<file path="src/rtl/ss_pkg.sv">
package ss_pkg;

    typedef enum logic [1:0] {
        SS_IDLE  = 2'd0,
        SS_RAMP  = 2'd1,
        SS_HOLD  = 2'd2,
        SS_RETRY = 2'd3
    } ss_state_e;

    typedef struct packed {
        logic clr;
        logic run;
    } ss_tmr_ctl_t;

    typedef struct packed {
        logic clr;
        logic tick;
    } ss_rty_ctl_t;

    function automatic logic ss_outputs_on(ss_state_e s);
        return (s == SS_RAMP) || (s == SS_HOLD);
    endfunction

    function automatic logic ss_in_progress(ss_state_e s);
        return (s == SS_RAMP) || (s == SS_RETRY);
    endfunction

endpackage

</file>
<file path="src/rtl/ss_period_timer.sv">
module ss_period_timer
    import ss_pkg::*;
#(
    parameter int CNT_W  = 11,
    parameter int CODE_W = 8
) (
    input  logic              clk,
    input  logic              rst,
    input  ss_tmr_ctl_t       ctl,
    output logic [CODE_W-1:0] top_bits,
    output logic              at_last
);
    localparam logic [CNT_W-1:0] LAST = {CNT_W{1'b1}};

    logic [CNT_W-1:0] cnt;

    always_ff @(posedge clk) begin
        if (rst || ctl.clr) begin
            cnt <= '0;
        end else if (ctl.run) begin
            cnt <= cnt + 1'b1;
        end
    end

    assign top_bits = cnt[CNT_W-1 -: CODE_W];
    assign at_last  = ctl.run && (cnt == LAST);
endmodule

</file>
<file path="src/rtl/ss_retry_counter.sv">
module ss_retry_counter
    import ss_pkg::*;
#(
    parameter int DUMMY_PERIODS = 3
) (
    input  logic        clk,
    input  logic        rst,
    input  ss_rty_ctl_t ctl,
    output logic        final_period
);
    localparam int PER_W = (DUMMY_PERIODS > 1) ? $clog2(DUMMY_PERIODS) : 1;
    localparam logic [PER_W-1:0] FINAL = PER_W'(DUMMY_PERIODS - 1);

    logic [PER_W-1:0] periods;

    always_ff @(posedge clk) begin
        if (rst || ctl.clr) begin
            periods <= '0;
        end else if (ctl.tick) begin
            periods <= periods + 1'b1;
        end
    end

    assign final_period = (periods == FINAL);
endmodule

</file>
<file path="src/rtl/ss_ctrl.sv">
module ss_ctrl
    import ss_pkg::*;
(
    input  logic        clk,
    input  logic        rst,
    input  logic        start_req,
    input  logic        oc_trip,
    input  logic        period_last,
    input  logic        retry_final,
    output ss_state_e   state,
    output ss_tmr_ctl_t tmr_ctl,
    output ss_rty_ctl_t rty_ctl,
    output logic        done
);
    ss_state_e state_nx;
    logic      done_nx;

    always_comb begin
        state_nx     = state;
        done_nx      = 1'b0;
        tmr_ctl      = '{clr: 1'b0, run: 1'b0};
        rty_ctl      = '{clr: 1'b0, tick: 1'b0};
        unique case (state)
            SS_IDLE: begin
                tmr_ctl.clr = 1'b1;
                if (start_req) state_nx = SS_RAMP;
            end
            SS_RAMP: begin
                tmr_ctl.run = 1'b1;
                if (oc_trip) begin
                    state_nx    = SS_RETRY;
                    tmr_ctl.clr = 1'b1;
                    rty_ctl.clr = 1'b1;
                end else if (period_last) begin
                    state_nx = SS_HOLD;
                    done_nx  = 1'b1;
                end
            end
            SS_HOLD: begin
                if (oc_trip) begin
                    state_nx    = SS_RETRY;
                    tmr_ctl.clr = 1'b1;
                    rty_ctl.clr = 1'b1;
                end
            end
            SS_RETRY: begin
                tmr_ctl.run = 1'b1;
                if (period_last) begin
                    rty_ctl.tick = 1'b1;
                    if (retry_final) state_nx = SS_RAMP;
                end
            end
            default: state_nx = SS_IDLE;
        endcase
    end

    always_ff @(posedge clk) begin
        if (rst) begin
            state <= SS_IDLE;
            done  <= 1'b0;
        end else begin
            state <= state_nx;
            done  <= done_nx;
        end
    end
endmodule

</file>
<file path="src/rtl/ss_softstart.sv">
module ss_softstart
    import ss_pkg::*;
#(
    parameter int CNT_W         = 11,
    parameter int CODE_W        = 8,
    parameter int DUMMY_PERIODS = 3
) (
    input  logic              clk,
    input  logic              rst,
    input  logic              start_req,
    input  logic              oc_trip,
    output logic [CODE_W-1:0] ramp_code,
    output logic              out_en,
    output logic              busy,
    output logic              done
);
    ss_state_e         state;
    ss_tmr_ctl_t       tmr_ctl;
    ss_rty_ctl_t       rty_ctl;
    logic [CODE_W-1:0] top_bits;
    logic              period_last;
    logic              retry_final;

    ss_period_timer #(.CNT_W(CNT_W), .CODE_W(CODE_W)) u_timer (
        .clk      (clk),
        .rst      (rst),
        .ctl      (tmr_ctl),
        .top_bits (top_bits),
        .at_last  (period_last)
    );

    ss_retry_counter #(.DUMMY_PERIODS(DUMMY_PERIODS)) u_retry (
        .clk          (clk),
        .rst          (rst),
        .ctl          (rty_ctl),
        .final_period (retry_final)
    );

    ss_ctrl u_ctrl (
        .clk         (clk),
        .rst         (rst),
        .start_req   (start_req),
        .oc_trip     (oc_trip),
        .period_last (period_last),
        .retry_final (retry_final),
        .state       (state),
        .tmr_ctl     (tmr_ctl),
        .rty_ctl     (rty_ctl),
        .done        (done)
    );

    always_comb begin
        unique case (state)
            SS_RAMP: ramp_code = top_bits;
            SS_HOLD: ramp_code = '1;
            default: ramp_code = '0;
        endcase
    end

    assign out_en = ss_outputs_on(state);
    assign busy   = ss_in_progress(state);
endmodule

</file>
<file path="config.mk">
export PLATFORM = sky130hd
export DESIGN_NAME = ss_softstart
export DESIGN_NICKNAME = d
export VERILOG_FILES = /design/src/rtl/ss_pkg.sv /design/src/rtl/ss_period_timer.sv /design/src/rtl/ss_retry_counter.sv /design/src/rtl/ss_ctrl.sv /design/src/rtl/ss_softstart.sv
export SDC_FILE = /design/constraint.sdc
export NUM_CORES = 1
export LEC_CHECK = 0
export BUFFER_PORTS_ARGS = -buffer_cell sky130_fd_sc_hd__buf_2
export CAP_MARGIN = 10
export CELL_PAD_IN_SITES_DETAIL_PLACEMENT = 1
export CELL_PAD_IN_SITES_GLOBAL_PLACEMENT = 2
export CORE_ASPECT_RATIO = 0.5
export CORE_MARGIN = 10
export CORE_UTILIZATION = 28
export DETAILED_ROUTE_END_ITERATION = 8
export PLACE_DENSITY_LB_ADDON = 0.1
export SLEW_MARGIN = 20
export SYNTH_ARGS = -nofsm -noshare
export SYNTH_HDL_FRONTEND = slang
export SYNTH_SLANG_ARGS = --single-unit
</file>
<file path="constraint.sdc">
create_clock -name clk -period 1.7 [get_ports clk]
set_input_delay 0.255 -clock clk [delete_from_list [all_inputs] [get_ports clk]]
set_output_delay 0.255 -clock clk [all_outputs]
set_load 0.005 [all_outputs]
</file>
==> results.py <==
metrics = {
    "yosys": {
        "seq_area_frac_synth_pct": 35.6,
        "synth_warnings": 0,
        "synth_area_um2": 900,
        "avgSynthCellArea_um2": 8.25,
        "synth_top_cell_by_area": "dfxtp_1",
        "synthTopCellsByArea": "dfxtp_1 36%, ha_1 8.3%, nor2_1 7.5%, xnor2_1 5.8%, nor2b_1 5.6%",
        "synth.distinct_cells": 27,
        "syn_inst": 109,
        "yosysTopAreaCellShare_pct": 35.6,
        "synth-seq-cells": 16,
        "syn_nets": 119,
    },
    "floorplan": {
        "die_w_um": 100,
        "num_rows": 14,
        "die_h_um": 60.1,
        "io_pins": 15,
        "dieArea_um2": 6020,
        "coreArea_um2": 3050,
        "start_util_pct": 29.5,
    },
    "timing": {
        "setup_viol": 12,
        "fin_crit_sh_pct": 109,
        "grt_setup_unrepaired": "true",
        "max_freq_mhz": 542,
        "fin_ws_ns": -0.146,
        "fin_crit_ns": 1.85,
        "setup_tns_ns": -1.11,
        "finalClockSkew_ns": 0.00332,
        "slew_viol_final": 0,
        "worst_pin_slew_ns": 0.315,
        "slew_headroom_pct": 78.9,
        "hold_viol": 0,
    },
    "cells_and_area": {
        "multi_input_area_um2": 636,
        "antenna_cells": 0,
        "fin_area_um2": 1390,
        "n_fill_cell": 369,
        "final_nets": 160,
        "drive_gt1_share_pct": 45.6,
        "synthToLayoutAreaGrowth_pct": 54.9,
        "regArea_um2": 330,
        "final_core_util_pct": 45.7,
        "instances_no_fill": 189,
    },
    "power": {
        "ir_drop_mv": 0.848,
        "p_total_mw": 1.95,
        "leakagePower_nw": 0.586,
        "power_density_nw_per_um2": 1400,
    },
    "global_route": {
        "grt_start_max_net_pins": 14,
        "grt_first_pass_wirelength_um": 4350,
        "grt_pass1_vias": 931,
        "antenna_found_initial": 0,
        "overflow": 0,
        "grt_use_total_pct": 9.08,
    },
    "job": {
        "max-cap-violations": 0,
    },
    "place": {
        "port_buffers": 14,
        "place_hpwl_um": 1870,
        "gp_congestion": 0.719,
        "dpl_cell_area_um2": 1190,
        "dp.cells": 179,
    },
    "clock_network": {
        "clkSlewWorstSetupHoldPaths_ns": 0.06,
        "clk_path_buf_depth": 2,
        "cts-root-buf": "clkbuf_8",
        "postCtsHoldBufs": 0,
        "clock_latency_ns": 0.25,
        "cts_tree": "done",
        "cts.sinks": 16,
        "cts_max_level": 1,
        "numCtsBuffers": 3,
    },
    "worst_setup_path": {
        "critPathMaxFanout": 4,
        "crit_type": "register to register",
        "required_ns": 1.84,
        "cp-start-kind": "register",
        "reg2reg_depth": 7,
        "critPathArrivalTime_ns": 1.98,
        "worstSetupEndpointType": "register",
    },
    "route": {
        "wl_met3_um": 80,
        "wirelength_met1_um": 1350,
        "vias": 844,
        "first_iter_violations": 9,
        "first_pass_iters": 4,
        "routedWlPerCell_um": 13.4,
        "top_layer": "met3",
        "final_antenna_net_count": 0,
        "route.final.wire_length_um": 2540,
        "vias_per_cell": 4.47,
        "drcViolationCount": 0,
        "dr_wl_met2_um": 1110,
    },
    "status": {
        "outcome": "complete, but fails checks",
        "violations": "setup timing",
    },
    "hold_path": {
        "min_path_cells": 3,
        "worstHoldPathType": "input port to register",
    },
}
## kinds of logic after synthesis
kind of cell / Yosys count / share of synthesized area, %
xor gates and xnor gates: 11 / 10.7
AOI/OAI and AO/OA: 15 / 10.0
and+or+nand+nor: 46 / 26.4
DFF: 16 / 35.6
adders and majority gates: 6 / 8.34
buffers and inverters: 12 / 5.01
muxes: 3 / 3.89
## path summary, 6_finish.rpt
path                                                 startpoint                               to  slack [ns]
worst max-delay path               u_ctrl.state[1]$_SDFFE_PP0P_     u_ctrl.state[0]$_SDFFE_PP0P_       -0.15
worst min-delay path                                        rst     u_ctrl.state[0]$_SDFFE_PP0P_        0.36
worst max register to register     u_ctrl.state[1]$_SDFFE_PP0P_     u_ctrl.state[0]$_SDFFE_PP0P_       -0.15
worst min register to register  u_retry.periods[1]$_SDFFE_PP0P_  u_retry.periods[1]$_SDFFE_PP0P_        0.51
## worst max-delay path: stages (launching register included)
cell and delay [ns]:
dfxtp_4 0.37, inv_4 0.06, ha_4 0.12, o211ai_1 0.13, nor4_4 0.37, nand2_1 0.09, a211o_1 0.30, mux2_4 0.30
## area by class of cell
type	instances	area share (%)
clock buffers	4	3.95
multi-input cells	81	45.6
well taps	40	3.59
inverters	7	2.06
flip-flops and latches	16	23.7
repair buffers	41	21.1
## state kept, by name, indices dropped and copies added (netlist names)
signal           flops
u_timer.cnt         11
u_ctrl.state         2
u_retry.periods      2
u_ctrl.done          1
## report_power, final
| part | switching, mW | internal [mW] |
|---|---|---|
| Clock | 0.138 | 0.206 |
| Combinational | 0.513 | 0.637 |
| Sequential | 0.0422 | 0.417 |
| Total | 0.693 | 1.26 |
## routing by layer
layer | vias to the layer above | GRT usage [%]
met2 | 7 | 14.4
met1 | 400 | 11.8
met4 | 0 | 0.800
met3 | 0 | 3.45
met5 | - | 0
li1 | 437 | -
## cells in the mapped netlist
library cell  count
xor2_1            5
dfxtp_1          16
and3_1            1
o22ai_1           1
or2_2             1
o211ai_1          1
nand3_1           1
nand2_1           9
inv_1             7
nor3_1            1
mux2_4            1
a211oi_1          1
o2111ai_1         1
nor2_1           18
nor2b_1           8
mux2i_1           2
nand4_1           3
a31oi_1           1
and2_1            1
xnor2_1           6
and4b_1           1
a21oi_1           9
nor3b_1           1
clkbuf_1          5
a211o_1           1
ha_1              6
nor4_4            1
## metrics by stage
step / hold slack [ns] / setup WS, ns
final: 0.361 / -0.146
after floorplan: 0.462 / -0.0952
after global placement: 0.495 / -0.108
after global routing: 0.376 / -0.214
after detailed placement: 0.504 / -0.172
after CTS: 0.359 / -0.144
## layout by cell type, fill, tap and decap left out, types with 2 or more instances in the layout
| cell | synthesis | routed |
|---|---|---|
| buf_4 | 0 | 23 |
| nor2_1 | 18 | 18 |
| buf_2 | 0 | 13 |
| dfxtp_1 | 16 | 12 |
| a21oi_1 | 9 | 8 |
| nand2_1 | 9 | 8 |
| nor2b_4 | 0 | 7 |
| xnor2_1 | 6 | 6 |
| inv_1 | 7 | 5 |
| xor2_1 | 5 | 5 |
| buf_6 | 0 | 5 |
| clkbuf_8 | 0 | 4 |
| nand4_1 | 3 | 3 |
| ha_4 | 0 | 3 |
| mux2i_1 | 2 | 2 |
| ha_2 | 0 | 2 |
| dfxtp_4 | 0 | 2 |
| dfxtp_2 | 0 | 2 |
## timing repair
item                       in CTS  in global routing
hold endpoints to repair        0                  0
gates resized for setup         9                 13
cloned                          1                  0
setup endpoints to repair      11                 14
pin swaps                       2                  3
buffers inserted                3                  2
No activity file was read; power rests on OpenSTA's default activity.
